## src/rtl/seed_pkg.sv

```systemverilog
package seed_pkg;
    typedef enum logic [1:0] {
        CW_SHORT = 2'd0,
        CW_EIGHT = 2'd1,
        CW_NINE  = 2'd2,
        CW_OVER  = 2'd3
    } cw_state_e;
endpackage

```

## src/rtl/cw_sync.sv

```systemverilog
module cw_sync #(
    parameter int   STAGES  = 2,
    parameter logic RST_VAL = 1'b0
) (
    input  logic clk,
    input  logic rst_n,
    input  logic d,
    output logic q
);
    logic [STAGES-1:0] chain;

    genvar g;
    generate
        for (g = 0; g < STAGES; g++) begin : g_stage
            always_ff @(posedge clk or negedge rst_n) begin
                if (!rst_n)
                    chain[g] <= RST_VAL;
                else if (g == 0)
                    chain[g] <= d;
                else
                    chain[g] <= chain[(g == 0) ? 0 : g-1];
            end
        end
    endgenerate

    assign q = chain[STAGES-1];
endmodule

```

## src/rtl/cw_shift.sv

```systemverilog
module cw_shift #(
    parameter int W = 9
) (
    input  logic         clk,
    input  logic         rst_n,
    input  logic         shift_en,
    input  logic         bit_in,
    output logic [W-1:0] word
);
    always_ff @(posedge clk or negedge rst_n) begin
        if (!rst_n)
            word <= '1;
        else if (shift_en)
            word <= {word[W-2:0], bit_in};
    end
endmodule

```

## src/rtl/seed_fsm.sv

```systemverilog
module seed_fsm
    import seed_pkg::*;
#(
    parameter int W = 9
) (
    input  logic      clk,
    input  logic      rst_n,
    input  logic      frame_start,
    input  logic      fid,
    input  logic      cw_fall,
    output logic      shift_en,
    output logic      seed_take,
    output cw_state_e state
);
    localparam int CW = $clog2(W - 1);
    localparam logic [CW-1:0] LAST_SHORT = CW'(W - 2);

    cw_state_e     state_d;
    logic [CW-1:0] cnt_q, cnt_d;
    logic          edge_ok;

    assign edge_ok = cw_fall & ~fid;

    always_comb begin
        state_d = state;
        cnt_d   = cnt_q;
        if (frame_start) begin
            state_d = CW_SHORT;
            cnt_d   = edge_ok ? CW'(1) : '0;
        end else if (edge_ok) begin
            unique case (state)
                CW_SHORT: begin
                    if (cnt_q == LAST_SHORT) begin
                        state_d = CW_EIGHT;
                        cnt_d   = '0;
                    end else begin
                        cnt_d = cnt_q + CW'(1);
                    end
                end
                CW_EIGHT: state_d = CW_NINE;
                CW_NINE:  state_d = CW_OVER;
                CW_OVER:  state_d = CW_OVER;
            endcase
        end
    end

    always_ff @(posedge clk or negedge rst_n) begin
        if (!rst_n) begin
            state <= CW_SHORT;
            cnt_q <= '0;
        end else begin
            state <= state_d;
            cnt_q <= cnt_d;
        end
    end

    always_comb begin
        shift_en  = 1'b0;
        seed_take = 1'b0;
        unique case (state)
            CW_SHORT: shift_en = edge_ok;
            CW_EIGHT: begin
                shift_en  = edge_ok;
                seed_take = 1'b1;
            end
            CW_NINE: begin
                shift_en  = edge_ok & frame_start;
                seed_take = 1'b1;
            end
            CW_OVER: begin
                shift_en  = edge_ok & frame_start;
                seed_take = 1'b1;
            end
        endcase
    end
endmodule

```

## src/rtl/seed_loader.sv

```systemverilog
module seed_loader #(
    parameter int SEED_W      = 9,
    parameter int SYNC_STAGES = 2
) (
    input  logic              clk,
    input  logic              rst_n,
    input  logic              frame_start,
    input  logic              fid,
    input  logic              cw_clk,
    input  logic              cw_dat,
    output logic [SEED_W-1:0] seed,
    output logic              seed_load,
    output logic [1:0]        lang_sel
);
    import seed_pkg::*;

    logic              clk_s, dat_s, clk_s_q, fid_q;
    logic              cw_fall, shift_en, seed_take;
    logic [SEED_W-1:0] sreg;
    cw_state_e         fsm_state;

    cw_sync #(.STAGES(SYNC_STAGES), .RST_VAL(1'b1)) u_sync_clk (
        .clk(clk), .rst_n(rst_n), .d(cw_clk), .q(clk_s)
    );
    cw_sync #(.STAGES(SYNC_STAGES), .RST_VAL(1'b0)) u_sync_dat (
        .clk(clk), .rst_n(rst_n), .d(cw_dat), .q(dat_s)
    );

    always_ff @(posedge clk or negedge rst_n) begin
        if (!rst_n) begin
            clk_s_q <= 1'b1;
            fid_q   <= 1'b0;
        end else begin
            clk_s_q <= clk_s;
            fid_q   <= fid;
        end
    end

    assign cw_fall = clk_s_q & ~clk_s;

    seed_fsm #(.W(SEED_W)) u_fsm (
        .clk(clk), .rst_n(rst_n), .frame_start(frame_start), .fid(fid),
        .cw_fall(cw_fall), .shift_en(shift_en), .seed_take(seed_take),
        .state(fsm_state)
    );

    cw_shift #(.W(SEED_W)) u_shift (
        .clk(clk), .rst_n(rst_n), .shift_en(shift_en), .bit_in(dat_s),
        .word(sreg)
    );

    always_ff @(posedge clk or negedge rst_n) begin
        if (!rst_n) begin
            seed      <= '1;
            seed_load <= 1'b0;
            lang_sel  <= 2'b00;
        end else begin
            seed_load <= frame_start;
            if (frame_start)
                seed <= seed_take ? sreg : '1;
            if (fid_q && !fid)
                lang_sel <= {clk_s, dat_s};
        end
    end
endmodule

```

## config.mk

```make
export PLATFORM = sky130hd
export DESIGN_NAME = seed_loader
export DESIGN_NICKNAME = d
export VERILOG_FILES = /design/src/rtl/seed_pkg.sv /design/src/rtl/cw_sync.sv /design/src/rtl/cw_shift.sv /design/src/rtl/seed_fsm.sv /design/src/rtl/seed_loader.sv
export SDC_FILE = /design/constraint.sdc
export NUM_CORES = 1
export LEC_CHECK = 0
export ABC_AREA = 1
export BUFFER_PORTS_ARGS = -buffer_cell sky130_fd_sc_hd__buf_2
export CORE_MARGIN = 2
export CORE_UTILIZATION = 47
export DETAILED_ROUTE_END_ITERATION = 6
export PLACE_DENSITY_LB_ADDON = 0.3
export RECOVER_POWER = 50
export SLEW_MARGIN = 20
export SYNTH_ARGS = -nofsm -noshare
export SYNTH_HDL_FRONTEND = slang
export SYNTH_SLANG_ARGS = --single-unit
```

## constraint.sdc

```tcl
create_clock -name clk -period 2.39 [get_ports clk]
set_clock_uncertainty 0.2 [all_clocks]
set_input_delay 0 -clock clk [delete_from_list [all_inputs] [get_ports clk]]
set_output_delay 0 -clock clk [all_outputs]
set_load 0.01 [all_outputs]
```

---- Word-level counts from Yosys, hierarchy flattened ----
Cells that the tools add are included.
Widths: inputs -> output; s select.
cells by class
  reduce and logical (&&, ||, !) cells .... 10
  equality and inequality tests ........... 5
  bitwise logic cells ..................... 5
  add/subtract/negate cells ............... 1
  mux-type cells .......................... 12
operators with widths
  kind                 number
  $mux 3               4
  $mux 9               1
  $mux 2               3
  $pmux 2 s3           1
  $eq 2x2->1 const B   2
  $reduce_and 2->1     2
  $reduce_bool 2->1    2
  $reduce_or 2->1      2
  $add 3x1->3 const B  1
  $and 1x1->1          3
  $eq 3x3->1 const B   1
  $ne 3x2->1 const B   1
  $reduce_or 3->1      1
  $eq 2x1->1 const B   1
  $logic_not 2->1      1
  $mux 1               2
  $not 1->1            2
  $pmux 1 s2           1
  $logic_and 1x1->1    1
  $logic_not 1->1      1
word-level totals
  register bits after elaboration ......... 32
  output and inout port bits .............. 12
  word-level logic and storage cells ...... 45

---- Logic depth before layout (Yosys ltp) ----
  word-level depth ........................ 5
  depth in mapped cells ................... 7
  gate-level depth less buffers ........... 7

---- Cells and area by module ----
From an unflattened synthesis, not the netlist that was laid out.
unflattened totals
  cells, all modules ...................... 155
  area, all modules ....................... 1367.6 um^2
by module, submodules not included
  module                 area an instance (um^2)  cells an instance  instances
  seed_loader            591.8                    72                 1
  cw_shift               352.8                    38                 1
  seed_fsm               320.3                    41                 1
  cw_sync at u_sync_clk  52.6                     2                  1
  cw_sync at u_sync_dat  50.0                     2                  1

---- Worst setup path before layout ----
Ideal clock, no wire load.
  path type ............................... register to register
  from .................................... register u_fsm.cnt_q[0]
  to ...................................... register u_fsm.state[0]
  cell stages (with the launch flop) ...... 7
  data arrival time ....................... 1.009 ns
  setup slack ............................. 1.065 ns
  required time ........................... 2.073 ns
  library setup time ...................... 0.117 ns
  path buffers ............................ 0
  path through ............................ dfrtp_1 > ha_1 > ha_1 > nor2_1 > nand2_1 > nand3_1 > nand2_1
on the way
  word-level cells in the longest chain between the ends .. 3
RTL lines
  item                        line            text
  from (decl)                 seed_fsm.sv:19  logic [CW-1:0] cnt_q, cnt_d;
  from (signal assigned)      seed_fsm.sv:53  cnt_q <= cnt_d;
  $eq 3x3->1                  seed_fsm.sv:33  if (cnt_q == LAST_SHORT) begin
  $ne 3x2->1 (no line)        n/a
  $reduce_and 2->1 (no line)  n/a
  to (signal assigned)        seed_fsm.sv:52  state <= state_d;
  to (decl)                   seed_fsm.sv:13  output cw_state_e state
Every way passes these cells.
A chain may end at the register's enable or synchronous reset.

---- Worst setup path after layout ----
  from .................................... input frame_start
  to ...................................... register u_fsm.cnt_q[1]
on the way
  word-level cells in the longest chain between the ends .. 2
  elaborated cells on any way between the ends .. 4
  those cells by class .................... mux: 1; reduce/logical: 3
RTL lines
  item                         line              text
  from (decl)                  seed_loader.sv:7  input logic frame_start,
  $reduce_bool 2->1 (no line)  n/a
  $reduce_and 2->1 (no line)   n/a
Parallel ways exist; a longest one is shown, timed or not.

==> summary.md <==
| Metric | Value |
|---|---|
| Largest net degree at the start of global routing | `33` |
| Status | `completed` |
| Post-synthesis xor/xnor area fraction | `0` |
| Layout fillers | `243` |
| PD cells | `a little under 1000 nW/um^2` |
| Slew headroom | `0.482` |
| Top-area cell type share of the netlist area | `0.420` |
| Initial antenna violation count | `0` |
| Clk pin slew, worst setup/hold paths | `approximately 0.090 ns` |
| DR iter-0 viols | `22` |
| Crit path to | `u_fsm.cnt_q[1]$_DFFE_PN0P_` |
| Die area | `3230 sq um` |
| Gr usage total | `0.176` |
| Routability cong. | `approximately 0.78` |
| Num CTS Buffers | `5` |
| Largest family of logic cells by synthesized area | `simple AND/OR/NAND/NOR gates` |
| DRT antenna net count | `0` |
| Core Area | `2710 sq um` |
| PortBufs | `17` |
| Total Routed Length | `between 2000 and 2500 um` |
| Die extent in x | `~57 um` |
| Synthesis warning total | `0` |
| CTS Root Cell | `clkbuf_4` |
| Critical path startpoint | `frame_start` |
| Logic pwr share | `0.196` |
| Compound-Gate Fraction of Synth Area | `0.0476` |
| Grt met2 use | `0.262` |
| Sw power | `roughly 0.43 mW` |
| Worst hold slack | `roughly 0.033 ns` |
| DP Wirelength | `1580 um` |
| Sw Share | `0.283` |
| CP Launch Type | `input port` |
| Static Leakage | `about 0.75 nW` |
| Clk pwr share | `0.271` |
| Unrepaired setup endpoints after global routing | `no` |
| FF+latch area | `roughly 830 sq um` |
| Synthesized area | `around 1300 sq um` |
| Clk_lat worst skew | `~0.33 ns` |
| #FFs+latches synth | `32` |
| Initial Utilization | `0.485` |
| Min cycle time layout | `approximately 1.8 ns` |
| Largest cells by area after synthesis | `dfstp_2, dfrtp_1, nand2_1, nor2_1, nand3_1` |
| Cell Rows | `19` |
| Post-route clock period utilization | `0.744` |
| Final setup vio count | `0` |
| Post-synth ARST share | `1.00` |
| Final Max Slew Viols | `0` |
| Synth Area in Simple Gates | `0.278` |
| Vias in the first global route | `between 900 and 1000` |
| Diode count | `0` |
| Worst reg2reg path depth | `6` |
| CTS tree | `built` |
| Place WS | `~0.9 ns` |
| Critical path class | `input port to register` |
| Post-synth EDFFs | `0` |
| Worst r2r src | `u_fsm.state[1]$_DFFE_PN0P_` |
| Min-delay worst type | `input port to async pin` |
| Count of cell types in the netlist | `17` |
| Nets | `168` |
| Dominant cell type by area after synthesis | `dfstp_2` |
| Routed WL per cell | `about 12 um` |
| Die height | `roughly 57 um` |
| Multi-input combinational cell area | `roughly 450 sq um` |
| H-tree Lvls | `2` |
| MaxCap Viol Count | `0` |
| Setup ws final | `between 0.6 and 0.7 ns` |
| Worst r2r dst | `u_fsm.cnt_q[1]$_DFFE_PN0P_` |
| Met3 Usage GRT | `0.0484` |
| Grt total ovfl | `0` |
| Syn Nets | `approximately 140` |
| Top post-synthesis cells by count | `nand2_1, dfstp_2, nor2_1, nand3_1, dfrtp_1` |
| Most used DFF post-synth | `dfstp_2` |
| Sequential area share after synthesis | `0.630` |
| Fmax | `roughly 560 MHz` |
| DRT Pass-1 Iters | `4` |
| Post-Synth Adder-Cell Area | `0.0190` |
| Arrival time worst endpoint | `between 1.5 and 2 ns` |
| Worst-margin pin slew | `about 0.78 ns` |
| Clock sinks | `32` |
| Seq pwr share | `0.533` |
| Post-CTS Repair Setup Buffers | `0` |
| Clock Path Buffers | `2` |
| Max VDD drop | `a little over 0.6 mV` |
| Flop-to-flop setup slack | `0.89 ns` |
| Crit-path max FO | `15` |
| Most frequent cell after synthesis | `nand2_1` |
| Layout area overhead | `18.8%` |
| Via density | `roughly 5.1` |
| Post-route DRC violation count | `0` |
| Syn Inst Count | `134` |
| I/O pin count | `18` |
| Gr busiest metal | `met2` |
| Setup TNS | `0 ns` |
| Global-route wire length before repair | `around 4200 um` |
| GR Util met1 | `0.221` |
| DR vias | `977` |
| CP Data Required Time | `2.42 ns` |
| Layout cells sized above 1 | `0.304` |
| Total internal power | `roughly 1.1 mW` |
| Avg Cell Area, Syn | `approximately 9.8 sq um` |
| Post-synthesis mux area share | `0` |
| Final hold viol count | `0` |
| Setup crit end kind | `register` |
## cells in the final DEF (no fill, tap or decap)
cell type,count
nand2_1,40
nor2_1,21
dfstp_2,20
buf_2,15
nand3_1,12
dfrtp_1,11
a21oi_1,10
clkbuf_4,5
dlygate4sd3_1,5
inv_1,4
nand4_1,2
nand3_4,2
ha_1,2
clkbuf_8,2
clkbuf_1,2
inv_2,1
o21ai_0,1
nor2_4,1
nor2_2,1
o211ai_1,1
nand2_4,1
clkbuf_16,1
dfstp_1,1
## routing by layer
layer	share of wire	up-vias
met4	0.031	0
met1	0.48	466
met3	0.038	9
li1	-	482
met5	0	-
met2	0.45	20
## logic make-up (layout without fill, tap and decap cells)
logic type | Yosys count | count (layout)
buffers and inverters | 8 | 35
AO/OA/AOI/OAI | 12 | 12
adder cells (fa/ha/maj) | 2 | 2
flip-flops | 32 | 32
AND/OR/NAND/NOR | 80 | 80
## how the worst min path moves through the flow
stage                                       to  slack (ns)
floorplan                      fid_q$_DFF_PN0_       -0.50
global placement           seed_load$_DFF_PN0_       -0.13
detailed placement  u_fsm.cnt_q[2]$_DFFE_PN0P_       -0.12
CTS                 u_fsm.cnt_q[0]$_DFFE_PN0P_        0.04
global route                   fid_q$_DFF_PN0_        0.07
finish                  u_sync_dat.q$_DFF_PN0_        0.03
## worst max-delay path, cell delays in order
cell and delay, ns:
dlygate4sd3_1 0.52, clkbuf_1 0.59, inv_2 0.27, nand2_1 0.18
nand2_1 0.11, nand2_1 0.09, nand2_1 0.05
## per-stage QoR
step / utilization / cells / total power, mW / cell area [sq um]
after floorplan: - / 134 / 1.00 / 1310
after global placement: 0.525 / 179 / 1.10 / 1420
after detailed placement: 0.525 / 179 / 1.11 / 1420
after CTS: 0.577 / 192 / 1.54 / 1560
after global routing: 0.576 / 192 / 1.62 / 1560
final: 0.576 / 192 / 1.52 / 1560
## registers in the layout, summed over array words and instances (netlist names)
signal	flops
u_sync_dat.q	1
lang_sel	2
u_shift.word	9
seed	9
u_sync_clk.chain	1
u_fsm.state	2
fid_q	1
seed_load	1
u_sync_dat.chain	1
u_sync_clk.q	1
clk_s_q	1
u_fsm.cnt_q	3
## area by class of cell
cell class,count,share of cell area
Clock buffer,8,0.0577
Inverter,5,0.0120
Multi-Input combinational cell,94,0.290
Sequential cell,32,0.530
Tap cell,31,0.0249
Timing Repair Buffer,22,0.0850
## what timing repair did
| action | in CTS | in global routing |
|---|---|---|
| hold buffers | 5 | 0 |
| hold endpoints to repair | 61 | 0 |
| resized for setup | 0 | 0 |
## power groups by stage
stage	combinational, mW	sequential, mW	clock [mW]
finish	0.297	0.808	0.410
global route	0.342	0.827	0.452
CTS	0.304	0.809	0.427
detailed placement	0.298	0.816	0
global placement	0.291	0.812	0
floorplan	0.167	0.835	0
Note: power is estimated with default switching activity, not from simulation.
